### src/rtl/swc_pkg.sv
// Package: shared types of the stop-mode wake controller.
// Assumes: the control word layout below is fixed by software.
package swc_pkg;

    // Sequencer states: core held in reset, running, or stopped.
    typedef enum logic [1:0] {
        ST_HOLD = 2'd0,
        ST_RUN  = 2'd1,
        ST_STOP = 2'd2
    } swc_state_e;

    // Wake source codes held in bits 4:2 of the control word.
    typedef enum logic [2:0] {
        SRC_NONE     = 3'd0,
        SRC_GPA0     = 3'd1,
        SRC_GPA1     = 3'd2,
        SRC_GPA2     = 3'd3,
        SRC_GPA3     = 3'd4,
        SRC_GPB7     = 3'd5,
        SRC_GPB_LO   = 3'd6,
        SRC_GPB_ALL  = 3'd7
    } swc_src_e;

    // Writable part of the control word, bit 6 down to bit 0.
    typedef struct packed {
        logic     wake_hi;   // bit 6: 1 = high level wakes
        logic     dly_en;    // bit 5: long reset hold after wake
        swc_src_e src;       // bits 4:2: wake source
        logic     xtal_full; // bit 1: bypass divide-by-2
        logic     slow_en;   // bit 0: extra divide-by-16
    } swc_cfg_t;

    localparam swc_cfg_t CFG_DEFAULT = '{
        wake_hi:   1'b0,
        dly_en:    1'b1,
        src:       SRC_NONE,
        xtal_full: 1'b0,
        slow_en:   1'b0
    };

endpackage

### src/rtl/swc_cfg_reg.sv
// Module: control word and sticky recovery flag.
// Does: decodes writes at one bank/address and stores the writable bits.
// Sets the flag on a wake and clears the slow divider at the same time.
// Assumes: synchronous active-low resets; power-on has priority over
// the external reset, and only power-on clears the flag.
module swc_cfg_reg
    import swc_pkg::*;
#(
    parameter int              BANK_W   = 4,
    parameter int              ADDR_W   = 8,
    parameter logic [BANK_W-1:0] REG_BANK = 4'hF,
    parameter logic [ADDR_W-1:0] REG_ADDR = 8'h0B
) (
    input  logic              clk,
    input  logic              por_n,
    input  logic              ext_rst_n,
    input  logic              wr_en,
    input  logic [BANK_W-1:0] wr_bank,
    input  logic [ADDR_W-1:0] wr_addr,
    input  logic [6:0]        wr_bits,
    input  logic              is_stopped,
    input  logic              recover,
    output swc_cfg_t          cfg,
    output logic              stop_flag
);

    logic wr_hit;

    // Write decode: right bank, right address, and not in stop mode.
    always_comb begin
        wr_hit = wr_en && (wr_bank == REG_BANK) && (wr_addr == REG_ADDR)
                 && !is_stopped;
    end

    // Control word update with reset, recovery and write priority.
    always_ff @(posedge clk) begin
        if (!por_n) begin
            cfg <= CFG_DEFAULT;
        end else if (!ext_rst_n) begin
            cfg <= CFG_DEFAULT;
        end else if (recover) begin
            cfg.slow_en <= 1'b0;
        end else if (wr_hit) begin
            cfg <= swc_cfg_t'(wr_bits);
        end
    end

    // Sticky flag: power-on clears it, a wake sets it, else it holds.
    always_ff @(posedge clk) begin
        if (!por_n) begin
            stop_flag <= 1'b0;
        end else if (ext_rst_n && recover) begin
            stop_flag <= 1'b1;
        end
    end

endmodule

### src/rtl/swc_wake_det.sv
// Module: wake source select, synchronizer and level qualifier.
// Does: picks one of eight sources, synchronizes it, and raises wake when
// the synchronized level has matched the wake level for MATCH_CYCLES
// consecutive clocks while armed.
// Assumes: the source and level settings do not change while armed.
module swc_wake_det
    import swc_pkg::*;
#(
    parameter int SYNC_STAGES  = 2,
    parameter int MATCH_CYCLES = 2,
    parameter int GPA_W        = 4,
    parameter int GPB_W        = 8
) (
    input  logic             clk,
    input  logic             rst_n,
    input  swc_src_e         src,
    input  logic             wake_hi,
    input  logic [GPA_W-1:0] gpa_in,
    input  logic [GPB_W-1:0] gpb_in,
    input  logic             armed,
    output logic             wake
);

    localparam int CNT_W = (MATCH_CYCLES > 1) ? $clog2(MATCH_CYCLES) : 1;
    localparam logic [CNT_W-1:0] CNT_LAST = CNT_W'(MATCH_CYCLES - 1);
    localparam int GPB_HALF = GPB_W / 2;

    logic                   raw_src;
    logic [SYNC_STAGES-1:0] sync_q;
    logic                   level_ok;
    logic [CNT_W-1:0]       match_cnt;

    // Source multiplexer, including the two NOR groups.
    always_comb begin
        unique case (src)
            SRC_GPA0:    raw_src = gpa_in[0];
            SRC_GPA1:    raw_src = gpa_in[1];
            SRC_GPA2:    raw_src = gpa_in[2];
            SRC_GPA3:    raw_src = gpa_in[3];
            SRC_GPB7:    raw_src = gpb_in[GPB_W-1];
            SRC_GPB_LO:  raw_src = ~|gpb_in[GPB_HALF-1:0];
            SRC_GPB_ALL: raw_src = ~|gpb_in;
            default:     raw_src = 1'b0;
        endcase
    end

    // Synchronizer shift chain for the selected source.
    always_ff @(posedge clk) begin
        if (!rst_n) begin
            sync_q <= '0;
        end else begin
            for (int i = SYNC_STAGES - 1; i > 0; i--) begin
                sync_q[i] <= sync_q[i-1];
            end
            sync_q[0] <= raw_src;
        end
    end

    // Level compare; source code none never matches.
    always_comb begin
        level_ok = (src != SRC_NONE) && (sync_q[SYNC_STAGES-1] == wake_hi);
    end

    // Consecutive-match counter, cleared on any mismatch or when disarmed.
    always_ff @(posedge clk) begin
        if (!rst_n) begin
            match_cnt <= '0;
        end else if (armed && level_ok) begin
            if (match_cnt != CNT_LAST) begin
                match_cnt <= match_cnt + 1'b1;
            end
        end else begin
            match_cnt <= '0;
        end
    end

    // Wake when the current sample extends a long enough run.
    always_comb begin
        wake = armed && level_ok && (match_cnt == CNT_LAST);
    end

endmodule

### src/rtl/swc_clk_gen.sv
// Module: system/timer clock enable generator.
// Does: emits single-cycle enable pulses every crystal cycle or every
// other one, optionally divided by SLOW_DIV more; frozen while not running.
// Assumes: the enable is consumed as a clock enable, never as a clock.
module swc_clk_gen #(
    parameter int SLOW_DIV = 16
) (
    input  logic clk,
    input  logic rst_n,
    input  logic run,
    input  logic xtal_full,
    input  logic slow_en,
    output logic tick
);

    logic half_q;
    logic base_tick;

    // Divide-by-2 phase toggle, held while stopped.
    always_ff @(posedge clk) begin
        if (!rst_n) begin
            half_q <= 1'b0;
        end else if (run) begin
            half_q <= ~half_q;
        end
    end

    // Base rate: every clock when bypassed, else every second clock.
    always_comb begin
        base_tick = run && (xtal_full || half_q);
    end

    generate
        if (SLOW_DIV > 1) begin : g_slow
            localparam int SW = $clog2(SLOW_DIV);
            localparam logic [SW-1:0] SLOW_LAST = SW'(SLOW_DIV - 1);
            logic [SW-1:0] slow_cnt;

            // Free-running count of base pulses for the slow divider.
            always_ff @(posedge clk) begin
                if (!rst_n) begin
                    slow_cnt <= '0;
                end else if (base_tick) begin
                    slow_cnt <= (slow_cnt == SLOW_LAST) ? '0 : slow_cnt + 1'b1;
                end
            end

            // Output pulse: every base pulse, or every SLOW_DIV-th one.
            always_comb begin
                tick = base_tick && (!slow_en || (slow_cnt == SLOW_LAST));
            end
        end else begin : g_noslow
            logic unused_slow;
            // No slow stage configured: pass the base rate straight through.
            always_comb begin
                unused_slow = slow_en;
                tick        = base_tick;
            end
        end
    endgenerate

endmodule

### src/rtl/swc_seq.sv
// Module: stop/run/hold sequencer with the reset-delay counter.
// Does: enters stop on request, leaves it on wake, and holds the core in
// reset for RST_DELAY clocks (or one clock) afterwards.
// Assumes: rst_n combines power-on and external reset; RST_DELAY >= 1.
module swc_seq
    import swc_pkg::*;
#(
    parameter int RST_DELAY = 64
) (
    input  logic clk,
    input  logic rst_n,
    input  logic stop_req,
    input  logic wake,
    input  logic dly_en,
    output logic stopped,
    output logic core_rst_n
);

    localparam int CW = $clog2(RST_DELAY + 1);
    localparam logic [CW-1:0] CNT_ONE  = CW'(1);
    localparam logic [CW-1:0] CNT_LONG = CW'(RST_DELAY);

    swc_state_e      state;
    logic [CW-1:0]   hold_cnt;

    // State and hold counter; a reset leaves one clock of hold behind.
    always_ff @(posedge clk) begin
        if (!rst_n) begin
            state    <= ST_HOLD;
            hold_cnt <= CNT_ONE;
        end else begin
            unique case (state)
                ST_HOLD: begin
                    if (hold_cnt <= CNT_ONE) begin
                        state    <= ST_RUN;
                        hold_cnt <= '0;
                    end else begin
                        hold_cnt <= hold_cnt - 1'b1;
                    end
                end
                ST_RUN: begin
                    if (stop_req) begin
                        state <= ST_STOP;
                    end
                end
                ST_STOP: begin
                    if (wake) begin
                        state    <= ST_HOLD;
                        hold_cnt <= dly_en ? CNT_LONG : CNT_ONE;
                    end
                end
                default: begin
                    state    <= ST_HOLD;
                    hold_cnt <= CNT_ONE;
                end
            endcase
        end
    end

    // Output decode from the state register.
    always_comb begin
        stopped    = (state == ST_STOP);
        core_rst_n = (state != ST_HOLD);
    end

endmodule

### src/rtl/stop_wake_ctrl.sv
// Module: top of the stop-mode wake recovery controller.
// Does: ties the control word, wake detector, sequencer and clock enable
// generator together.
// Assumes: everything runs on the crystal clock; resets are synchronous.
module stop_wake_ctrl
    import swc_pkg::*;
#(
    parameter int RST_DELAY    = 64,
    parameter int SYNC_STAGES  = 2,
    parameter int MATCH_CYCLES = 2,
    parameter int SLOW_DIV     = 16
) (
    input  logic       clk,
    input  logic       por_n,
    input  logic       ext_rst_n,
    input  logic       wr_en,
    input  logic [3:0] wr_bank,
    input  logic [7:0] wr_addr,
    input  logic [7:0] wr_data,
    input  logic       stop_req,
    input  logic [3:0] gpa_in,
    input  logic [7:0] gpb_in,
    output logic       stopped,
    output logic       core_rst_n,
    output logic       sclk_en,
    output logic       stop_flag
);

    logic     rst_n;
    logic     wake;
    logic     unused_ro_bit;
    swc_cfg_t cfg;

    // Combined reset for everything but the flag; bit 7 is read-only.
    always_comb begin
        rst_n         = por_n && ext_rst_n;
        unused_ro_bit = wr_data[7];
    end

    swc_cfg_reg #(
        .BANK_W   (4),
        .ADDR_W   (8),
        .REG_BANK (4'hF),
        .REG_ADDR (8'h0B)
    ) i_cfg (
        .clk        (clk),
        .por_n      (por_n),
        .ext_rst_n  (ext_rst_n),
        .wr_en      (wr_en),
        .wr_bank    (wr_bank),
        .wr_addr    (wr_addr),
        .wr_bits    (wr_data[6:0]),
        .is_stopped (stopped),
        .recover    (wake),
        .cfg        (cfg),
        .stop_flag  (stop_flag)
    );

    swc_wake_det #(
        .SYNC_STAGES  (SYNC_STAGES),
        .MATCH_CYCLES (MATCH_CYCLES),
        .GPA_W        (4),
        .GPB_W        (8)
    ) i_det (
        .clk     (clk),
        .rst_n   (rst_n),
        .src     (cfg.src),
        .wake_hi (cfg.wake_hi),
        .gpa_in  (gpa_in),
        .gpb_in  (gpb_in),
        .armed   (stopped),
        .wake    (wake)
    );

    swc_seq #(
        .RST_DELAY (RST_DELAY)
    ) i_seq (
        .clk        (clk),
        .rst_n      (rst_n),
        .stop_req   (stop_req),
        .wake       (wake),
        .dly_en     (cfg.dly_en),
        .stopped    (stopped),
        .core_rst_n (core_rst_n)
    );

    swc_clk_gen #(
        .SLOW_DIV (SLOW_DIV)
    ) i_clk (
        .clk       (clk),
        .rst_n     (rst_n),
        .run       (!stopped),
        .xtal_full (cfg.xtal_full),
        .slow_en   (cfg.slow_en),
        .tick      (sclk_en)
    );

endmodule

### config.mk
export PLATFORM = sky130hd
export DESIGN_NAME = stop_wake_ctrl
export DESIGN_NICKNAME = d
export VERILOG_FILES = /design/src/rtl/swc_pkg.sv /design/src/rtl/swc_cfg_reg.sv /design/src/rtl/swc_wake_det.sv /design/src/rtl/swc_clk_gen.sv /design/src/rtl/swc_seq.sv /design/src/rtl/stop_wake_ctrl.sv
export SDC_FILE = /design/constraint.sdc
export NUM_CORES = 1
export LEC_CHECK = 0
export ABC_AREA = 1
export CAP_MARGIN = 10
export CORE_ASPECT_RATIO = 1.2
export CORE_MARGIN = 4
export CORE_UTILIZATION = 50
export DETAILED_ROUTE_END_ITERATION = 12
export GPL_ROUTABILITY_DRIVEN = 0
export GPL_TIMING_DRIVEN = 0
export PLACE_DENSITY = 0.85
export SKIP_LAST_GASP = 1
export SLEW_MARGIN = 20
export SYNTH_ARGS = -nofsm -noshare
export SYNTH_HDL_FRONTEND = slang
export SYNTH_SLANG_ARGS = --single-unit
### constraint.sdc
create_clock -name clk -period 2 [get_ports clk]
set_clock_uncertainty 0.05 [all_clocks]
set_input_delay 0.3 -clock clk [delete_from_list [all_inputs] [get_ports clk]]
set_output_delay 0.3 -clock clk [all_outputs]
set_load 0.005 [all_outputs]
==> out/metrics.yaml <==
status:
  status: "finished, final reports clean"
clock_tree:
  clockRootBuffer: "clkbuf_4"
  clk-insertion-delay-late_ns: 0.32
  cts_max_level: 1
  cts_buffer_depth: 2
  clk_pin_slew_ns: 0.13
  cts_tree: "done"
  cts_sinks: 25
  cts_buffers: 3
yosys:
  synthTopCellsByArea: "dfxtp_1 (37%), nand2_1 (7.8%), a21oi_1 (6.0%)"
  synth_nets: 222
  synth-edff-count: 0
  yosys_most_used_dff: "dfxtp_1"
  syn_inst: 182
  yosysTopAreaCell: "dfxtp_1"
  netlist_area_um2: 1340
  synth_area_per_cell_um2: 7.36
  synth-seq-area-share_pct: 37.3
  synth_seq_cells: 25
  synthArstFlopShare_pct: 0
  synth_cell_types: 34
  netlist.area_leader.share_pct: 37.3
  yosys_warnings: 0
critical_path:
  r2r_cells: 9
  worstPathRequired_ns: 1.65
  cpPeakStageDelay_ns: 0.35
  cp-start-kind: "flop"
  crit_buf_inv: 2
  path_cells: "inv_1 > nand2_4 > o21ai_4 > nor3_4 > nand2_1 > o21ai_0 > dlygate4sd2_1"
  cp-end-kind: "primary output"
  crit_type: "flop to primary output"
  path_delay_family: "flip-flops"
  rrSetupSlack_ns: 0.58
  worstPathArrival_ns: 1.52
  crit_fanout: 8
  slowest_stage: "dfxtp_2"
  path_depth: 7
timing:
  finalMaxSlewViolations: 0
  worst_pin_slew_ns: 0.493
  holdWs_ns: 0.368
  rsz0062_at_grt: "false"
  setup-tns-final_ns: 0
  setup_viol: 0
  hold_viol: 0
  timing.final.crit_period_ns: 1.87
  maxSlewHeadroom_pct: 67.2
  post-route-period-util_pct: 93.7
  fmax_mhz: 534
flow_run:
  drv_cap: 0
floorplanning:
  die_w_um: 55.3
  core_area_um2: 2550
  die_area_um2: 3580
  pin_count: 41
  num_rows: 20
  start_util_pct: 52.5
  die_h_um: 64.7
hold_path:
  min_path_type: "flop to flop"
  hold_depth: 2
pwr:
  power_density_nw_per_um2: 517
  p_leak_nw: 0.726
  irDropWorstVdd_mv: 0.342
  power_frac_comb_pct: 21.2
  p_int_uw: 695
  switching_share_pct: 26.6
  clkPwrFrac_pct: 24.1
  power_uw: 946
  p_switching_uw: 251
  pwr-share-seq_pct: 54.7
drt:
  drt_iter0_drc: 34
  post-route-drc-count: 0
  vias: 1344
  firstDrtPassIters: 4
  drt-vias-per-instance: 5.19
  ant_nets: 0
  detail_route.wl_per_cell_um: 11.5
  totalWireLength_um: 2970
grt:
  grt_use_total_pct: 16.9
  antenna_found_initial: 0
  grt_pass1_vias: 1338
  grt_max_degree: 14
  grt_overflow: 0
  grt_first_pass_wirelength_um: 5090
layout:
  fill_cells: 222
  drive_above_1_share_pct: 14.6
  diodes: 0
  fin_nets: 267
  area_growth_pct: 36.6
placement:
  io_buffers: 39
  hpwl_um: 2390
[registers in the layout, summed over array words and instances, names as in the netlist]
| register | count |
|---|---|
| i_cfg.cfg | 7 |
| i_cfg.stop_flag | 1 |
| i_clk.g_slow.slow_cnt | 4 |
| i_clk.half_q | 1 |
| i_det.match_cnt | 1 |
| i_det.sync_q | 2 |
| i_seq.hold_cnt | 7 |
| i_seq.state | 2 |
[Yosys cell counts, types with 2 or more instances]
library cell  number
nand2_1           28
o21ai_1            7
a21oi_1           16
nand2_2            5
nand3_1           12
a31o_2             2
ha_1               3
dfxtp_1           25
inv_2              3
inv_1             21
nand4_1            8
nor4_1             2
nor2_2             5
nand2_4            2
nor3_1             5
nor2_1            17
xnor2_1            2
o21ai_0            3
[kinds of logic after synthesis]
logic type,share of synthesized area (%)
and+or+nand+nor,34.6
xor gates and xnor gates,1.96
buffers and inverters,7.75
adders and majority gates,2.80
DFF,37.3
AOI/OAI and AO/OA,15.5
[timing repair]
item | in CTS | in global routing
hold buffers | 0 | 0
pin swaps | 1 | 1
endpoints found under the setup margin | 1 | 2
gates resized for setup | 4 | 3
setup buffers | 1 | 0
[tightest hold or removal path, cell delays in order (launching register included)]
cell     delay, ns
dfxtp_1       0.32
inv_1         0.04
nor2_1        0.03
[stage by stage]
| step | std cells | setup WS [ns] | cell area, um^2 | utilization (%) |
|---|---|---|---|---|
| 2_1_floorplan | 182 | 0.688 | 1340 | - |
| 3_3_place_gp | 254 | 0.0910 | 1770 | 69.4 |
| 3_5_place_dp | 254 | 0.0138 | 1770 | 69.4 |
| 4_1_cts | 259 | 0.0332 | 1820 | 71.2 |
| 5_1_grt | 259 | 0.0308 | 1830 | 71.7 |
| 6_report | 259 | 0.126 | 1830 | 71.7 |
[routing by layer]
metal | vias up | global-route usage [%] | wire (um)
met5 | - | 0 | 0
met4 | 0 | 7.90 | 37
met3 | 4 | 2.59 | 143
met2 | 37 | 33.9 | 1550
met1 | 612 | 16.7 | 1240
li1 | 691 | - | -
[power groups by stage]
stage          registers (mW)  clock network (mW)  logic (mW)
3_5_place_dp            0.528                   0       0.195
2_1_floorplan           0.526                   0      0.0950
5_1_grt                 0.519               0.253       0.220
4_1_cts                 0.517               0.236       0.199
6_report                0.517               0.228       0.201
3_3_place_gp            0.527                   0       0.186
[area by class of cell]
type / instances / area, um^2 / share of cell area [%]
plain buffers: 2 / 8.76 / 0.478
clock buffers: 4 / 26.3 / 1.44
inverters: 25 / 95.1 / 5.19
multi-input cells: 130 / 759 / 41.5
flip-flops and latches: 25 / 503 / 27.5
well taps: 33 / 41.3 / 2.26
repair buffers: 40 / 397 / 21.7
[layout by cell type (no fill, tap or decap), drive strengths merged]
cell type      instances
nand2                 35
xor2                   1
nor2                  23
clkbuf                 5
a31o                   2
clkinv                 1
dlygate4sd2            1
xnor2                  2
nor3                   5
a22o                   1
or2                    2
nor4                   3
dfxtp                 25
o21ai                 12
inv                   24
ha                     3
o211a                  1
clkdlybuf4s50         38
nand3                 13
nor3b                  1
nand4                  8
o21a                   1
a21oi                 17
buf                    2
[path summary, 6_finish.rpt]
kind,startpoint,end
max,i_seq.state[0],sclk_en
min,i_det.sync_q[0],i_det.sync_q[1]
max reg2reg,i_seq.hold_cnt[1],i_seq.hold_cnt[6]
min reg2reg,i_det.sync_q[0],i_det.sync_q[1]
(Power assumes the default switching activity.)
